===== src/rtl/dmx_pkg.sv =====
package dmx_pkg;
  localparam logic [63:0] BaseKeep      = 64'h0000_0000_FFF0_0003;
  localparam logic [63:0] BaseLastKeep  = 64'h0000_0080_FFF0_0001;
  localparam logic [63:0] BaseLastForce = 64'h0000_0000_0000_0002;
  localparam logic [63:0] BaseField     = 64'h0000_0000_FFF0_0000;
  localparam logic [63:0] MaskKeep      = 64'h0000_0000_FFF0_0000;
  localparam logic [63:0] TbaseKeep     = 64'h0000_0007_FFFF_FC00;
  localparam logic [63:0] CtrlKeep      = 64'h0000_001C_FF0F_C7FF;
  localparam logic [63:0] FixedLow      = 64'h0000_0000_000F_FFFF;
  localparam logic [63:0] SgIdxLow      = 64'h0000_0000_000F_E000;
  localparam logic [63:0] PteFrame      = 64'h0000_0000_003F_FFFE;
  localparam logic [63:0] PageOffMask   = 64'h0000_0000_0000_1FFF;
  localparam logic [63:0] IsaLo         = 64'h0000_0000_0008_0000;
  localparam logic [63:0] IsaHi         = 64'h0000_0000_000F_FFFF;
  localparam logic [63:0] Wide64Lo      = 64'h0000_0100_0000_0000;
  localparam logic [63:0] Wide64End     = 64'h0000_0200_0000_0000;
  localparam logic [63:0] Wide64Mask    = 64'h0000_07FF_FFFF_FFFF;
  localparam logic [63:0] DualLo        = 64'h0000_0800_0000_0000;
  localparam logic [63:0] DualHi        = 64'h0000_0FFF_FFFF_FFFF;
  localparam logic [63:0] DualTbKeep    = 64'h0000_0007_FFC0_0000;
  localparam logic [63:0] DualIdxMask   = 64'h0000_0000_FFFF_E000;
  localparam int          DualBit       = 39;
  localparam int          CtlIsaBit     = 5;
  localparam int          CtlWideBit    = 6;

  typedef struct packed {
    logic latchReq;
    logic latchPte;
    logic rspLookup;
    logic rspPte;
  } dmxStrobe_t;

  typedef struct packed {
    logic        fault;
    logic        needPte;
    logic [63:0] physAddr;
    logic [63:0] physMask;
    logic [63:0] pteAddr;
  } dmxLookup_t;
endpackage


===== src/rtl/dmx_win.sv =====
module dmx_win
  import dmx_pkg::*;
#(
  parameter bit IS_LAST = 1'b0
) (
  input  logic        clk,
  input  logic        rstN,
  input  logic        wrBase,
  input  logic        wrMask,
  input  logic        wrTbase,
  input  logic [63:0] wrData,
  input  logic [63:0] addr,
  output logic [63:0] baseQ,
  output logic [63:0] maskQ,
  output logic [63:0] tbaseQ,
  output logic        hit,
  output logic        sgMode,
  output logic [63:0] dmAddr,
  output logic [63:0] dmMask,
  output logic [63:0] pteAddr
);
  logic [63:0] ext;

  always_ff @(posedge clk or negedge rstN) begin
    if (!rstN) begin
      baseQ  <= IS_LAST ? BaseLastForce : '0;
      maskQ  <= '0;
      tbaseQ <= '0;
    end else begin
      if (wrBase)  baseQ  <= IS_LAST ? ((wrData & BaseLastKeep) | BaseLastForce)
                                     : (wrData & BaseKeep);
      if (wrMask)  maskQ  <= wrData & MaskKeep;
      if (wrTbase) tbaseQ <= wrData & TbaseKeep;
    end
  end

  always_comb begin
    ext     = maskQ | FixedLow;
    hit     = baseQ[0] && ((addr & ~ext) == (baseQ & BaseField));
    sgMode  = baseQ[1];
    dmAddr  = (tbaseQ & ~ext) | (addr & ext);
    dmMask  = ext;
    pteAddr = (tbaseQ & ~(maskQ >> 10)) | ((addr & (maskQ | SgIdxLow)) >> 10);
  end
endmodule


===== src/rtl/dmx_ctrl.sv =====
module dmx_ctrl
  import dmx_pkg::*;
(
  input  logic       clk,
  input  logic       rstN,
  input  logic       reqValid,
  input  logic       needPte,
  input  logic       memRdDone,
  output dmxStrobe_t stb,
  output logic       fetching,
  output logic       busy
);
  typedef enum logic [1:0] {S_IDLE, S_LOOKUP, S_FETCH} dmxState_t;
  dmxState_t state, stateNext;

  always_ff @(posedge clk or negedge rstN) begin
    if (!rstN) state <= S_IDLE;
    else       state <= stateNext;
  end

  always_comb begin
    stateNext = state;
    stb       = '0;
    case (state)
      S_IDLE: begin
        if (reqValid) begin
          stb.latchReq = 1'b1;
          stateNext    = S_LOOKUP;
        end
      end
      S_LOOKUP: begin
        if (needPte) begin
          stb.latchPte = 1'b1;
          stateNext    = S_FETCH;
        end else begin
          stb.rspLookup = 1'b1;
          stateNext     = S_IDLE;
        end
      end
      S_FETCH: begin
        if (memRdDone) begin
          stb.rspPte = 1'b1;
          stateNext  = S_IDLE;
        end
      end
      default: stateNext = S_IDLE;
    endcase
  end

  assign fetching = (state == S_FETCH);
  assign busy     = (state != S_IDLE);
endmodule


===== src/rtl/dmx_dp.sv =====
module dmx_dp
  import dmx_pkg::*;
#(
  parameter int NWIN   = 4,
  parameter int ADDR_W = 44,
  parameter int PA_W   = 44,
  parameter int MEM_AW = 35,
  parameter int SEL_W  = 4
) (
  input  logic              clk,
  input  logic              rstN,
  input  logic              regWrEn,
  input  logic [SEL_W-1:0]  regSel,
  input  logic [63:0]       regWrData,
  output logic [63:0]       regRdData,
  input  logic [ADDR_W-1:0] reqAddr,
  input  dmxStrobe_t        stb,
  output logic              needPte,
  input  logic              memRdErr,
  input  logic [63:0]       memRdData,
  output logic [MEM_AW-1:0] memRdAddr,
  output logic              rspValid,
  output logic              rspFault,
  output logic [PA_W-1:0]   rspAddr,
  output logic [PA_W-1:0]   rspMask
);
  localparam int CTL_IDX = 3 * NWIN;

  logic [NWIN-1:0][63:0] baseV, maskV, tbV, dmAddrV, dmMaskV, pteV;
  logic [NWIN-1:0]       hitV, sgV;
  logic [63:0]           ctlQ;
  logic [ADDR_W-1:0]     reqAddrQ;
  logic [63:0]           addr64;
  logic [MEM_AW-1:0]     pteAddrQ;
  logic                  rspValidQ, rspFaultQ, pteFault;
  logic [63:0]           rspAddrQ, rspMaskQ;
  dmxLookup_t            lk;

  assign addr64 = 64'(reqAddrQ);

  for (genvar g = 0; g < NWIN; g++) begin : gWin
    dmx_win #(.IS_LAST(g == NWIN - 1)) uWin (
      .clk     (clk),
      .rstN    (rstN),
      .wrBase  (regWrEn && (int'(regSel) == g)),
      .wrMask  (regWrEn && (int'(regSel) == NWIN + g)),
      .wrTbase (regWrEn && (int'(regSel) == 2 * NWIN + g)),
      .wrData  (regWrData),
      .addr    (addr64),
      .baseQ   (baseV[g]),
      .maskQ   (maskV[g]),
      .tbaseQ  (tbV[g]),
      .hit     (hitV[g]),
      .sgMode  (sgV[g]),
      .dmAddr  (dmAddrV[g]),
      .dmMask  (dmMaskV[g]),
      .pteAddr (pteV[g])
    );
  end

  always_ff @(posedge clk or negedge rstN) begin
    if (!rstN) ctlQ <= '0;
    else if (regWrEn && int'(regSel) == CTL_IDX) ctlQ <= regWrData & CtrlKeep;
  end

  always_comb begin
    regRdData = '0;
    for (int i = 0; i < NWIN; i++) begin
      if (int'(regSel) == i)            regRdData = baseV[i];
      if (int'(regSel) == NWIN + i)     regRdData = maskV[i];
      if (int'(regSel) == 2 * NWIN + i) regRdData = tbV[i];
    end
    if (int'(regSel) == CTL_IDX) regRdData = ctlQ;
  end

  // Lookup: all windows evaluated in parallel, lowest index wins
  always_comb begin
    lk       = '0;
    lk.fault = 1'b1;
    if (addr64[63:32] == '0) begin
      if (!(ctlQ[CtlIsaBit] && addr64 >= IsaLo && addr64 <= IsaHi)) begin
        for (int i = NWIN - 1; i >= 0; i--) begin
          if (hitV[i] && ((i != NWIN - 1) || !baseV[NWIN-1][DualBit])) begin
            lk.fault    = 1'b0;
            lk.needPte  = sgV[i];
            lk.physAddr = sgV[i] ? '0 : dmAddrV[i];
            lk.physMask = sgV[i] ? '0 : dmMaskV[i];
            lk.pteAddr  = pteV[i];
          end
        end
      end
    end else if (ctlQ[CtlWideBit] && addr64 >= Wide64Lo && addr64 < Wide64End) begin
      lk.fault    = 1'b0;
      lk.physAddr = addr64 & Wide64Mask;
      lk.physMask = Wide64Mask;
    end else if (addr64 >= DualLo && addr64 <= DualHi &&
                 baseV[NWIN-1][DualBit] && baseV[NWIN-1][0]) begin
      lk.fault   = 1'b0;
      lk.needPte = 1'b1;
      lk.pteAddr = (tbV[NWIN-1] & DualTbKeep) | ((addr64 & DualIdxMask) >> 10);
    end
  end

  assign needPte  = lk.needPte;
  assign pteFault = memRdErr || !memRdData[0];

  always_ff @(posedge clk or negedge rstN) begin
    if (!rstN) begin
      reqAddrQ  <= '0;
      pteAddrQ  <= '0;
      rspValidQ <= 1'b0;
      rspFaultQ <= 1'b0;
      rspAddrQ  <= '0;
      rspMaskQ  <= '0;
    end else begin
      rspValidQ <= stb.rspLookup || stb.rspPte;
      if (stb.latchReq) reqAddrQ <= reqAddr;
      if (stb.latchPte) pteAddrQ <= MEM_AW'(lk.pteAddr);
      if (stb.rspLookup) begin
        rspFaultQ <= lk.fault;
        rspAddrQ  <= lk.fault ? '0 : lk.physAddr;
        rspMaskQ  <= lk.fault ? '0 : lk.physMask;
      end
      if (stb.rspPte) begin
        rspFaultQ <= pteFault;
        rspAddrQ  <= pteFault ? '0 : (((memRdData & PteFrame) << 12) | (addr64 & PageOffMask));
        rspMaskQ  <= pteFault ? '0 : PageOffMask;
      end
    end
  end

  assign memRdAddr = pteAddrQ;
  assign rspValid  = rspValidQ;
  assign rspFault  = rspFaultQ;
  assign rspAddr   = PA_W'(rspAddrQ);
  assign rspMask   = PA_W'(rspMaskQ);
endmodule


===== src/rtl/dma_xlate.sv =====
module dma_xlate
  import dmx_pkg::*;
#(
  parameter int NWIN   = 4,
  parameter int ADDR_W = 44,
  parameter int PA_W   = 44,
  parameter int MEM_AW = 35,
  parameter int SEL_W  = $clog2(3 * NWIN + 1)
) (
  input  logic              clk,
  input  logic              rstN,
  input  logic              regWrEn,
  input  logic [SEL_W-1:0]  regSel,
  input  logic [63:0]       regWrData,
  output logic [63:0]       regRdData,
  input  logic              reqValid,
  input  logic [ADDR_W-1:0] reqAddr,
  output logic              reqBusy,
  output logic              memRdValid,
  output logic [MEM_AW-1:0] memRdAddr,
  input  logic              memRdDone,
  input  logic              memRdErr,
  input  logic [63:0]       memRdData,
  output logic              rspValid,
  output logic              rspFault,
  output logic [PA_W-1:0]   rspAddr,
  output logic [PA_W-1:0]   rspMask
);
  dmxStrobe_t stb;
  logic       needPte;

  dmx_ctrl uCtrl (
    .clk       (clk),
    .rstN      (rstN),
    .reqValid  (reqValid),
    .needPte   (needPte),
    .memRdDone (memRdDone),
    .stb       (stb),
    .fetching  (memRdValid),
    .busy      (reqBusy)
  );

  dmx_dp #(
    .NWIN(NWIN), .ADDR_W(ADDR_W), .PA_W(PA_W), .MEM_AW(MEM_AW), .SEL_W(SEL_W)
  ) uDp (
    .clk       (clk),
    .rstN      (rstN),
    .regWrEn   (regWrEn),
    .regSel    (regSel),
    .regWrData (regWrData),
    .regRdData (regRdData),
    .reqAddr   (reqAddr),
    .stb       (stb),
    .needPte   (needPte),
    .memRdErr  (memRdErr),
    .memRdData (memRdData),
    .memRdAddr (memRdAddr),
    .rspValid  (rspValid),
    .rspFault  (rspFault),
    .rspAddr   (rspAddr),
    .rspMask   (rspMask)
  );
endmodule


===== config.mk =====
export PLATFORM = sky130hd
export DESIGN_NAME = dma_xlate
export DESIGN_NICKNAME = d
export VERILOG_FILES = /design/src/rtl/dmx_pkg.sv /design/src/rtl/dmx_win.sv /design/src/rtl/dmx_ctrl.sv /design/src/rtl/dmx_dp.sv /design/src/rtl/dma_xlate.sv
export SDC_FILE = /design/constraint.sdc
export NUM_CORES = 1
export LEC_CHECK = 0
export BUFFER_PORTS_ARGS = -buffer_cell sky130_fd_sc_hd__buf_2
export CAP_MARGIN = 40
export CELL_PAD_IN_SITES_DETAIL_PLACEMENT = 1
export CELL_PAD_IN_SITES_GLOBAL_PLACEMENT = 2
export CORE_ASPECT_RATIO = 1.4
export CORE_MARGIN = 8
export CORE_UTILIZATION = 36
export CTS_CLUSTER_DIAMETER = 50
export CTS_CLUSTER_SIZE = 30
export DETAILED_ROUTE_END_ITERATION = 7
export PLACE_DENSITY_LB_ADDON = 0.1
export SLEW_MARGIN = 20
export SYNTH_ARGS = -nofsm -noshare
export SYNTH_HDL_FRONTEND = slang
export SYNTH_SLANG_ARGS = --single-unit

===== constraint.sdc =====
create_clock -name clk -period 3.4 [get_ports clk]
set_input_delay 0.68 -clock clk [delete_from_list [all_inputs] [get_ports clk]]
set_output_delay 0.68 -clock clk [all_outputs]
set_load 0.05 [all_outputs]

==> impl_results.md <==
* Site Rows at 102
* DR vias at about 17000
* Wire length of the first global-routing pass at around 130000 um
* Largest buffer count on any clock path at 3
* Starting Density at 36.2%
* Unrepaired setup endpoints after global routing: true
* Switch share at between 30 and 40%
* Post-route clock period utilization at around 99%
* Multi-input logic area at 0.00991 mm^2
* CTS buffer count at 40
* WP data arrival at ~2.7 ns
* Final Hold Viols at 0
* Final min period at approximately 3.4 ns
* Most frequent cell after synthesis: dfrtp_1
* Most frequent cells after synthesis: dfrtp_1 (370), mux2_2 (300), a21oi_1 (161)
* Fmax at 296 MHz
* Initial antenna violation count at 0
* Post-synth top area share at around 46%
* GRT Resource Usage Total at between 20% and 30%
* Clk_lat worst skew at 0.60 ns
* H-Tree Depth at 2
* Worst hold path type: in2async
* TritonCTS sink count at 370
* Final setup violation count at 0
* Sequential cell area at 0.00926 mm^2
* Worst Tran Pin Value at 0.684 ns
* Post-DP HPWL at between 60000 and 70000 um
* Drt drc at 0
* CTS tree: built
* Area grow syn2layout at 27.2%
* Power, Total at approximately 16000 uW
* Pwr Density at roughly 650 mW/mm^2
* Clock-pin slew on the worst setup and hold paths at 0.07 ns
* Max-slew headroom at between 50% and 60%
* CTS root buffer: clkbuf_16
* WL per Instance at ~28 um
* Crit Path Class: in2out
* P_leak at approximately 0.011 uW
* Vias/cell at between 5 and 6
* Critical Path RT at 2.72 ns
* Status: finished, final reports clean
* Post-synth top flop: dfrtp_1
* Core footprint at 0.0550 mm^2
* Area leader, netlist: dfrtp_1
* Synth async-reset ratio at between 90% and 100%
* Avg Inst Size Synth at approximately 10 um^2
* Cts hold-fix bufs at 0
* Yosys Warn Count at 0
* P_int at approximately 10000 uW
* Final Max Tran Viols at 0
* Sequential-to-total area share from yosys stat at 46.5%
* Largest net degree at the start of global routing at 79
* Clock Power Share at 28.6%
* Max-cap viol count at 0
* Drt pass-1 iters at 5
* Antenna-violating nets left at 0
* Wirelength, routed at around 86000 um
* Nets at roughly 2500
* PortBufs at between 200 and 300
* Area contributors post-synth: dfrtp_1 (46%), mux2_2 (17%), mux2i_1 (5.0%)
* Die H at 294 um
* Crit end category: output port
* GPL Wtd Cong at between 0.9 and 1
* CP Launch Type: input pin
* Combinational fraction of design power at ~33%
* Sequential power share at about 39%
* Vias in the first global route at 18215
* Cell variety after synth at approximately 60
* DIE AREA at 0.0633 mm^2
* Die W at roughly 210 um
* Gate Count Post-Synth at roughly 1900
* Yosys reg bits at 370
* Peak supply drop at approximately 0.45 mV
* Share of layout cells above drive strength 1 at approximately two fifths
* Post-synth EDFFs at 0
* Mapped Area at about 0.02 mm^2
* Grt total ovfl at 0
* Sw power at ~6400 uW
* Crit-path max FO at 29
* Final TNS setup at 0 ns
* FILL cells at 6079
* Ports at ~370
* Layout Skew at 0.0230 ns
* Initial drt markers at roughly 1100
[worst paths after layout]
check	start	endpoint	slack, ns	depth (start not counted)
max in group asynchronous	rstN	uDp.memRdAddr[24]$_DFFE_PN0P_	2.36	3
worst max register to register	uDp.reqAddrQ[28]$_DFFE_PN0P_	uDp.memRdAddr[10]$_DFFE_PN0P_	0.14	10
min in group clk	reqAddr[17]	uDp.reqAddrQ[17]$_DFFE_PN0P_	0.31	3
worst max-delay path	regSel[2]	regRdData[24]	0.02	12
worst min-delay path	rstN	uDp.rspAddrQ[36]$_DFFE_PN0P_	0.10	1
worst min register to register	uDp.rspMaskQ[23]$_DFFE_PN0P_	uDp.rspMaskQ[23]$_DFFE_PN0P_	0.48	2
[power groups by stage]
stage               clock, uW  sequential [uW]  combinational [uW]
CTS                      4840             6350                5380
global placement            0             6370                5260
finish                   4720             6350                5420
global route             4990             6460                5750
detailed placement          0             6420                5350
floorplan                   0             6950                2600
[cell type report]
type	count	area share (%)
Clock buffer	45	4.22
Tap cell	728	3.59
Antenna cell	1	0.00987
Multi-Input combinational cell	1357	39.1
Inverter	16	0.252
Timing Repair Buffer	507	15.0
Sequential cell	370	36.5
Clock inverter	29	1.35
[repair_timing]
item | CTS | global route
cloned | 0 | 0
buffers inserted | 0 | 6
pin swaps | 0 | 7
resized for setup | 9 | 39
endpoints found under the hold margin | 0 | 0
setup endpoints to repair | 51 | 78
[through the flow]
step | util [%] | area, um^2 | hold slack (ns) | worst slack, ns | std cells
global route | 46.1 | 25400 | 0.139 | -0.0420 | 3052
detailed placement | 43.1 | 23700 | 0.469 | -0.314 | 2971
floorplan | - | 20100 | 0.384 | -0.0749 | 1941
CTS | 45.7 | 25200 | 0.109 | 0.00263 | 3045
global placement | 43.1 | 23700 | 0.455 | -0.335 | 2970
finish | 46.1 | 25400 | 0.103 | 0.0224 | 3053
[state kept, by name, summed over array words and instances, names as in the netlist]
register,cells
uDp.gWin.uWin.baseQ,56
uDp.gWin.uWin.maskQ,48
uDp.ctlQ,28
uDp.reqAddrQ,44
uCtrl.state,2
uDp.memRdAddr,32
uDp.rspAddrQ,43
uDp.rspFault,1
uDp.rspMaskQ,15
uDp.rspValid,1
uDp.gWin.uWin.tbaseQ,100
[worst max-delay path: stages]
cell	delay, ns
buf_2	0.15
buf_12	0.23
buf_4	0.23
nor2_1	0.06
nor2_1	0.09
a21oi_1	0.06
o31ai_1	0.31
o21ai_1	0.15
a21oi_2	0.19
o221ai_2	0.16
nand2_1	0.18
buf_12	0.15
[placed cells by master, fill, tap and decap left out, types with 15 or more instances in the layout]
cell,netlist,layout
conb_1,1,31
buf_4,62,206
a21oi_1,161,151
buf_2,14,246
o21ai_0,90,80
mux2i_1,100,100
xnor2_1,47,44
buf_12,0,45
o21ai_1,44,53
a22oi_1,17,17
a221oi_1,27,26
and2_1,24,24
o221ai_1,17,15
nand3_1,33,33
nor2_1,113,109
clkbuf_16,0,40
dfrtp_1,370,369
nand2_1,158,158
a21o_1,15,15
nor2b_1,53,52
mux2_2,300,300
nand4_1,16,16
[metal layers]
metal | global-route usage [%] | part of all wire, % | vias to the layer above
met3 | 4.00 | 4.8 | 157
met1 | 34.3 | 42 | 8650
met4 | 11.6 | 4.6 | 0
li1 | - | - | 7511
met5 | 0 | 0 | -
met2 | 45.4 | 48 | 574
[logic make-up after synthesis]
family | synth area share [%]
compound gates | 12.6
xor+xnor | 2.15
buf+inv | 5.40
flops | 46.5
mux | 22.6
other cells | 0.0188
simple gates | 10.8
(Power assumes the default switching activity.)
